[src/rtl/lmu_pkg.sv]
package lmu_pkg;

  typedef enum logic [1:0] {
    SZ_BYTE = 2'd0,
    SZ_HALF = 2'd1,
    SZ_WORD = 2'd2,
    SZ_LONG = 2'd3
  } size_e;

  typedef enum logic [1:0] {
    OP_LOAD   = 2'd0,
    OP_ULOAD  = 2'd1,
    OP_INSERT = 2'd2,
    OP_ALT    = 2'd3
  } op_e;

  // Source of one byte lane of the merged word
  typedef enum logic [1:0] {
    SRC_OPND = 2'd0,
    SRC_SIGN = 2'd1,
    SRC_ZERO = 2'd2,
    SRC_DEST = 2'd3
  } lane_src_e;

  // The spare operation code behaves as a signed load
  function automatic op_e op_normalize(op_e op);
    return (op == OP_ALT) ? OP_LOAD : op;
  endfunction

endpackage

[src/rtl/lmu_lane_ctl.sv]
module lmu_lane_ctl
  import lmu_pkg::*;
#(
  parameter int unsigned NLANES = 8
) (
  input  size_e                  size_sel,
  input  op_e                    op_sel,
  output lane_src_e [NLANES-1:0] lane_src
);

  localparam int unsigned CNT_W = $clog2(NLANES) + 1;

  op_e              op_eff;
  logic [CNT_W-1:0] live_lanes;

  assign op_eff     = op_normalize(op_sel);
  assign live_lanes = CNT_W'(1) << size_sel;

  for (genvar g = 0; g < NLANES; g++) begin : g_lane
    always_comb begin
      if (CNT_W'(g) < live_lanes) begin
        lane_src[g] = SRC_OPND;
      end else begin
        case (op_eff)
          OP_ULOAD:  lane_src[g] = SRC_ZERO;
          OP_INSERT: lane_src[g] = SRC_DEST;
          default:   lane_src[g] = SRC_SIGN;
        endcase
      end
    end
  end

endmodule

[src/rtl/lmu_sign_pick.sv]
module lmu_sign_pick
  import lmu_pkg::*;
#(
  parameter int unsigned LANE_W = 8,
  parameter int unsigned NLANES = 8
) (
  input  logic [LANE_W*NLANES-1:0] opnd,
  input  size_e                    size_sel,
  output logic                     sign_bit
);

  localparam int unsigned NSIZES = $clog2(NLANES) + 1;

  logic [NSIZES-1:0] msb_tap;

  for (genvar k = 0; k < NSIZES; k++) begin : g_tap
    assign msb_tap[k] = opnd[(LANE_W << k) - 1];
  end

  assign sign_bit = msb_tap[size_sel];

endmodule

[src/rtl/lmu_lane_mux.sv]
module lmu_lane_mux
  import lmu_pkg::*;
#(
  parameter int unsigned LANE_W = 8,
  parameter int unsigned NLANES = 8
) (
  input  logic [LANE_W*NLANES-1:0] opnd,
  input  logic [LANE_W*NLANES-1:0] dest,
  input  logic                     sign_bit,
  input  lane_src_e [NLANES-1:0]   lane_src,
  output logic [LANE_W*NLANES-1:0] merged
);

  for (genvar g = 0; g < NLANES; g++) begin : g_lane
    always_comb begin
      case (lane_src[g])
        SRC_OPND: merged[g*LANE_W +: LANE_W] = opnd[g*LANE_W +: LANE_W];
        SRC_SIGN: merged[g*LANE_W +: LANE_W] = {LANE_W{sign_bit}};
        SRC_ZERO: merged[g*LANE_W +: LANE_W] = '0;
        default:  merged[g*LANE_W +: LANE_W] = dest[g*LANE_W +: LANE_W];
      endcase
    end
  end

endmodule

[src/rtl/lmu_out_reg.sv]
module lmu_out_reg #(
  parameter int unsigned W = 64
) (
  input  logic         clk,
  input  logic         rst_n,
  input  logic         in_valid,
  input  logic [W-1:0] nxt_data,
  output logic         out_valid,
  output logic [W-1:0] out_data
);

  logic armed;

  always_ff @(posedge clk or negedge rst_n) begin
    if (!rst_n) begin
      armed     <= 1'b0;
      out_valid <= 1'b0;
      out_data  <= '0;
    end else begin
      armed     <= 1'b1;
      out_valid <= in_valid;
      if (in_valid) out_data <= nxt_data;
    end
  end

  a_r7_valid_follows: assert property (@(posedge clk) disable iff (!rst_n)
    armed |-> out_valid == $past(in_valid));

  a_r7_data_capture: assert property (@(posedge clk) disable iff (!rst_n)
    armed && $past(in_valid) |-> out_data == $past(nxt_data));

  a_r8_idle_hold: assert property (@(posedge clk) disable iff (!rst_n)
    armed && !$past(in_valid) |-> $stable(out_data));

endmodule

[src/rtl/lmu_load_merge.sv]
module lmu_load_merge
  import lmu_pkg::*;
#(
  parameter int unsigned REG_W  = 64,
  parameter int unsigned LANE_W = 8
) (
  input  logic             clk,
  input  logic             rst_n,
  input  logic             in_valid,
  input  logic [1:0]       size_sel,
  input  logic [1:0]       op_sel,
  input  logic [REG_W-1:0] mem_data,
  input  logic [REG_W-1:0] dst_data,
  output logic             out_valid,
  output logic [REG_W-1:0] out_data
);

  localparam int unsigned NLANES = REG_W / LANE_W;

  size_e                  size_q;
  op_e                    op_q;
  lane_src_e [NLANES-1:0] lane_src;
  logic                   sign_bit;
  logic [REG_W-1:0]       nxt_data;

  assign size_q = size_e'(size_sel);
  assign op_q   = op_e'(op_sel);

  lmu_lane_ctl #(.NLANES(NLANES)) u_ctl (
    .size_sel (size_q),
    .op_sel   (op_q),
    .lane_src (lane_src)
  );

  lmu_sign_pick #(.LANE_W(LANE_W), .NLANES(NLANES)) u_sign (
    .opnd     (mem_data),
    .size_sel (size_q),
    .sign_bit (sign_bit)
  );

  lmu_lane_mux #(.LANE_W(LANE_W), .NLANES(NLANES)) u_mux (
    .opnd     (mem_data),
    .dest     (dst_data),
    .sign_bit (sign_bit),
    .lane_src (lane_src),
    .merged   (nxt_data)
  );

  lmu_out_reg #(.W(REG_W)) u_oreg (
    .clk       (clk),
    .rst_n     (rst_n),
    .in_valid  (in_valid),
    .nxt_data  (nxt_data),
    .out_valid (out_valid),
    .out_data  (out_data)
  );

  // Bit mask of the operand field for a size code, built bit by bit
  function automatic logic [REG_W-1:0] operand_mask(size_e s);
    logic [REG_W-1:0] m;
    int w;
    w = LANE_W << s;
    for (int i = 0; i < REG_W; i++) m[i] = (i < w);
    return m;
  endfunction

  // Top bit of the operand field, found by shifting it to bit 0
  function automatic logic field_top(logic [REG_W-1:0] v, size_e s);
    logic [REG_W-1:0] sh;
    sh = v >> ((LANE_W << s) - 1);
    return sh[0];
  endfunction

  logic [REG_W-1:0] fmask;
  logic [REG_W-1:0] sfill;
  assign fmask = operand_mask(size_q);
  assign sfill = field_top(mem_data, size_q) ? ~fmask : '0;

  a_r1_low_field: assert property (@(posedge clk) disable iff (!rst_n)
    in_valid |-> ((nxt_data ^ mem_data) & fmask) == '0);

  a_r2_sign_fill: assert property (@(posedge clk) disable iff (!rst_n)
    in_valid && op_q == OP_LOAD && size_q != SZ_LONG
      |-> (nxt_data & ~fmask) == sfill);

  a_r3_zero_fill: assert property (@(posedge clk) disable iff (!rst_n)
    in_valid && op_q == OP_ULOAD && size_q != SZ_LONG
      |-> (nxt_data & ~fmask) == '0);

  a_r4_keep_upper: assert property (@(posedge clk) disable iff (!rst_n)
    in_valid && op_q == OP_INSERT && size_q != SZ_LONG
      |-> (nxt_data & ~fmask) == (dst_data & ~fmask));

  a_r5_alt_as_load: assert property (@(posedge clk) disable iff (!rst_n)
    in_valid && op_q == OP_ALT && size_q != SZ_LONG
      |-> (nxt_data & ~fmask) == sfill);

  a_r6_long_pass: assert property (@(posedge clk) disable iff (!rst_n)
    in_valid && size_q == SZ_LONG |-> nxt_data == mem_data);

endmodule

[config.mk]
export PLATFORM = sky130hd
export DESIGN_NAME = lmu_load_merge
export DESIGN_NICKNAME = d
export VERILOG_FILES = /design/src/rtl/lmu_pkg.sv /design/src/rtl/lmu_lane_ctl.sv /design/src/rtl/lmu_sign_pick.sv /design/src/rtl/lmu_lane_mux.sv /design/src/rtl/lmu_out_reg.sv /design/src/rtl/lmu_load_merge.sv
export SDC_FILE = /design/constraint.sdc
export NUM_CORES = 1
export LEC_CHECK = 0
export CAP_MARGIN = 15
export CORE_UTILIZATION = 40
export CTS_BUF_LIST = sky130_fd_sc_hd__clkbuf_2 sky130_fd_sc_hd__clkbuf_4 sky130_fd_sc_hd__clkbuf_8
export DETAILED_ROUTE_END_ITERATION = 10
export HOLD_SLACK_MARGIN = 0.1
export MAX_ROUTING_LAYER = met4
export PLACE_DENSITY = 0.83
export SYNTH_ARGS = -nofsm -noshare
export SYNTH_HDL_FRONTEND = slang
export SYNTH_SLANG_ARGS = --single-unit
[constraint.sdc]
create_clock -name clk -period 1.3 [get_ports clk]
set_clock_uncertainty 0.15 [all_clocks]
set_input_delay 0.26 -clock clk [delete_from_list [all_inputs] [get_ports clk]]
set_output_delay 0.26 -clock clk [all_outputs]
set_load 0.005 [all_outputs]
# Word-level counts from Yosys, hierarchy flattened
# Cells that the tools add are included.
[op_classes]
order_cmp = 9
n_eq_ne = 19
shifts = 1
n_mux = 20
n_reduce_logical = 8
[ops]
columns = ["cell", "n"]
rows = [
  ["$pmux 8 s3", 8],
  ["$eq 2x2->1 const B", 10],
  ["$eq 2x1->1 const B", 9],
  ["$mux 2", 9],
  ["$logic_not 2->1", 8],
  ["$lt 3x4->1 const A", 4],
  ["$lt 1x4->1 const A", 2],
  ["$lt 2x4->1 const A", 2],
  ["$pmux 2 s2", 1],
  ["$shl 1x2->4 const A", 1],
  ["$lt 2x3->1 const B", 1],
  ["$bmux 1 s2", 1],
  ["$mux 1", 1],
]
[word_totals]
ff_bits = 65
inputBits = 135
output_inout_bits = 65
wordCells = 59

# Logic depth before layout (Yosys ltp)
[logic_depth]
word_depth = 7
depth_mapped = 7
ltp_nobuf = 5

# Modules after synthesis
# From an unflattened synthesis, not the netlist that was laid out.
[unflattened]
cells_unflattened = 324
hier_area_um2 = 4448.0
[by_module_without_submodules]
columns = ["mod", "n_inst", "cells_each", "area_per_inst_um2", "seq_area_each_um2"]
rows = [
  ["lmu_out_reg", 1, 136, 2703.8, 1626.6],
  ["lmu_lane_mux", 1, 167, 1585.3, 0.0],
  ["lmu_lane_ctl", 1, 20, 136.4, 0.0],
  ["lmu_sign_pick", 1, 1, 22.5, 0.0],
]

# Worst setup path after synthesis
# Ideal clock, no wire load.
[synth_timing]
kind = "input -> register"
start = "in op_sel[1]"
end = "reg u_oreg.out_data[10]"
setup_ns = 0.151
t_arrival_ns = 1.481
t_required_ns = 0.999
slack_ns = -0.482
stages = 5
path_buffers = 1
cell_sequence = "inv_1 ha_1 buf_2 nor4b_4 a221oi_2"
[synth_between]
elab_chain_cells = 7
elab_cells_between_ends = 10
cone_classes = "5 x eq/ne; 4 x mux; 1 x reduce/logical"
[synth_lines]
columns = ["element", "line_no", "source"]
rows = [
  ["start: declaration", "lmu_load_merge.sv:11", "input logic [1:0] op_sel,"],
  ["$eq 2x2->1", "lmu_pkg.sv:27", "return (op == OP_ALT) ? OP_LOAD : op;"],
  ["$mux 2 (*)", "lmu_pkg.sv:27", ""],
  ["$eq 2x2->1 / $eq 2x1->1 (equally long branches)", "lmu_lane_ctl.sv:24", "case (op_eff)"],
  ["$pmux 2 s2 (*)", "lmu_lane_ctl.sv:24", ""],
  ["$mux 2 (*)", "lmu_lane_ctl.sv:21", "if (CNT_W'(g) < live_lanes) begin"],
  ["$eq 2x2->1 (tied with other cells)", "lmu_lane_mux.sv:16", "case (lane_src[g])"],
  ["$pmux 8 s3 (*)", "lmu_lane_mux.sv:16", ""],
  ["end signal: assignment", "lmu_out_reg.sv:22", "if (in_valid) out_data <= nxt_data;"],
  ["end: declaration", "lmu_out_reg.sv:9", "output logic [W-1:0] out_data"],
]
# Mark *: on every way between the ends. The rest lies on a longest branch, timed or not.
# A chain may end at the register's enable or synchronous reset.

# Worst setup path in the final report
[layout_timing]
start = "in mem_data[7]"
end = "reg u_oreg.out_data[35]"
[layout_between]
elab_chain_cells = 3
[layout_lines]
columns = ["element", "line_no", "source"]
rows = [
  ["start: declaration", "lmu_load_merge.sv:12", "input logic [REG_W-1:0] mem_data,"],
  ["$bmux 1 s2", "lmu_sign_pick.sv:20", "assign sign_bit = msb_tap[size_sel];"],
  ["$mux 1 (not written as such)", "lmu_sign_pick.sv:20", ""],
  ["$pmux 8 s3", "lmu_lane_mux.sv:16", ""],
]
# Every way passes these cells. The select of a mux whose other input is x is not followed.

==> impl_metrics.yaml <==
logic_synthesis:
  synth_cell_types: 28
  ys_async_sr_fraction: 1.00
  yosysTopAreaCellShare: 0.465
  ys.flop_type: "dfrtp_1"
  ys_seq_area_frac: 0.465
  yosysTopAreaCell: "dfrtp_1"
  synth_seq_cells: 65
  yosys_warnings: 0
  synth_edf_count: 0
  synthCells: 345
  syn_nets: 481
  syn_avg_cell_area_um2: 10.1
  synthTopCellsByArea: "dfrtp_1 (46%), o31ai_2 (9.6%), nor2_1 (7.3%), a31oi_1 (6.4%), nor2b_1 (5.9%)"
  synthesis.area_mm2: 0.00350
critical_path:
  startpoint_type: "input port"
  arrival_ns: 1.41
  timing.rr.start: "u_oreg.out_data[33]"
  crit_type: "in -> reg"
  r2r-end: "u_oreg.out_data[33]"
  cp_max_fo: 6
  critPathCaptureType: "flip-flop"
  required_ns: 1.34
  reg2reg_slack_ns: 0.11
  reg2reg_depth: 4
route:
  ant_nets: 0
  drt-vias-per-instance: 5.41
  dr_total_vias: 3649
  post_drt_wl_per_cell_um: 18.2
  routed_wl_um: 12300
  drc: 0
  firstDrtPassIters: 4
  drt_iter0_markers: 151
clock_tree:
  clk_pin_slew_worst_paths_ns: 0.06
  cts_buffers: 9
  root_buffer: "clkbuf_8"
  htreeDepth: 3
  insertion_delay_ns: 0.33
  clock_path_buffers: 2
  cts.sink_count: 65
  cts_tree: "built"
floorplan:
  die_width_um: 95.6
  die_height_um: 95.6
  pin_count: 200
  core-area_mm2: 0.00834
  row_count: 33
  initial_core_util: 0.420
  die-area_mm2: 0.00913
timing:
  tightest_slew_ns: 0.360
  setup_slack_ns: -0.0725
  fmax_ghz: 0.729
  rsz0062_at_grt: "yes"
  slew_viol_final: 0
  fin_crit_sh: 1.06
  timing.hold.ws_ns: 0.201
  finalHoldViolCount: 0
  relSlewSlack: 0.760
  setup_viol: 56
  min_period_ns: 1.37
outcome:
  violations: "negative setup slack"
  status: "finished, violations left"
power:
  ir_worst_vdd_mv: 0.481
  leakage_nw: 2.70
  p_per_area_mw_per_mm2: 965
placement:
  gp_congestion: 0.716
  portBuffers: 191
  post-place-ws_ns: -0.862
  hpwl_um: 7840
  dpl_cell_area_mm2: 0.00567
  placed_cells: 636
grt:
  grt_overflow: 0
  grt_pass1_vias: 3740
  antenna_found_initial: 1
  grt_max_degree: 66
  gr-usage-all-layers: 0.275
  grt_pass1_wl_um: 18300
worst_hold_path:
  hold-path-endpoint: "u_oreg.out_data[63]"
  holdPathStages: 3
  hp-class: "in -> reg"
  holdCritStartpoint: "mem_data[63]"
cells_and_area:
  nets: 701
  nFillCells: 578
  multi_input_area_mm2: 0.00212
  layout-drive-gt1-share: 0.408
  postLayoutCellArea_mm2: 0.00629
  final_core_util: 0.754
  final_cell_count_no_fill: 674
  syn_to_final_growth_pct: 79.7
  regArea_mm2: 0.00163
job:
  drv_cap: 0
-- synthesized netlist by cell type, types with 2 or more instances --
cell,number
a221oi_1,12
a221oi_2,8
a22oi_1,4
a31oi_1,36
buf_2,8
buf_6,5
clkbuf_1,19
dfrtp_1,65
inv_1,9
mux2_2,10
nand2_1,22
nor2_1,68
nor2b_1,33
o21ai_0,2
o31ai_1,2
o31ai_2,27
o31ai_4,3
or3b_1,2
-- sequential cells by signal, summed over array words and instances, names as in the netlist --
signal / count
u_oreg.out_valid: 1
u_oreg.out_data: 64
-- layout by cell type (no fill, tap or decap), types with 5 or more instances in the layout --
cell type,n
nor2_4,10
nand2_1,18
buf_2,66
clkdlybuf4s50_1,116
clkbuf_8,9
inv_1,8
clkinv_2,5
mux2_2,8
o31ai_4,17
buf_12,8
buf_16,5
dfrtp_1,65
o31ai_2,15
buf_4,23
a31oi_1,34
nor2_1,56
buf_6,17
a221oi_2,19
nor2b_1,33
-- worst max path at each step --
stage	startpoint	to	slack [ns]
floorplan	size_sel[1]	u_oreg.out_data[10]	-0.29
global placement	op_sel[1]	u_oreg.out_data[16]	-0.80
detailed placement	op_sel[1]	u_oreg.out_data[59]	-0.86
CTS	size_sel[1]	u_oreg.out_data[53]	-0.06
global route	op_sel[1]	u_oreg.out_data[18]	-0.12
finish	mem_data[7]	u_oreg.out_data[35]	-0.07
-- cell type report --
type	count	area share
antenna	1	0.000398
clock buffer	9	0.0197
clock inverter	5	0.00398
inverter	9	0.00577
multi-input combinational	239	0.337
sequential	65	0.259
tap	105	0.0209
timing repair buffer	241	0.353
-- power by group --
part	internal [W]	total [W]	switching, W	leakage (nW)
Clock	0.000653	0.00139	0.000736	0.0843
Combinational	0.00124	0.00224	0.000996	1.83
Sequential	0.00230	0.00244	0.000144	0.778
Total	0.00419	0.00607	0.00188	2.70
-- through the flow --
step	total power (W)	setup TNS [ns]
floorplan	0.00328	-12.68
global placement	0.00444	-43.31
detailed placement	0.00449	-45.00
CTS	0.00598	-1.95
global route	0.00637	-3.17
finish	0.00607	-1.94
-- worst max-delay path, stage by stage --
cell and delay [ns]:
dlygate4sd2_1 0.24, mux2_4 0.30, o22ai_4 0.23, buf_6 0.16, buf_12 0.14, o31ai_4 0.07
-- what timing repair did --
action / CTS / global route
cloned: 7 / 1
endpoints found under the setup margin: 121 / 63
hold buffers: 1 / 0
resized for setup: 356 / 31
hold endpoints to repair: 65 / 0
setup buffers: 12 / 4
pin swaps: 17 / 15
-- layer usage --
metal / GRT usage / vias up / part of all wire
li1: - / 1678 / -
met1: 0.305 / 1774 / 0.39
met2: 0.471 / 164 / 0.51
met3: 0.0630 / 33 / 0.071
met4: 0.123 / 0 / 0.026
met5: - / - / 0
-- logic make-up after synthesis --
logic type / share of synthesized area
simple gates: 0.177
compound gates: 0.266
flops: 0.465
buf+inv: 0.0575
mux: 0.0322
fa+ha+maj: 0.00357
(Power assumes the default switching activity.)
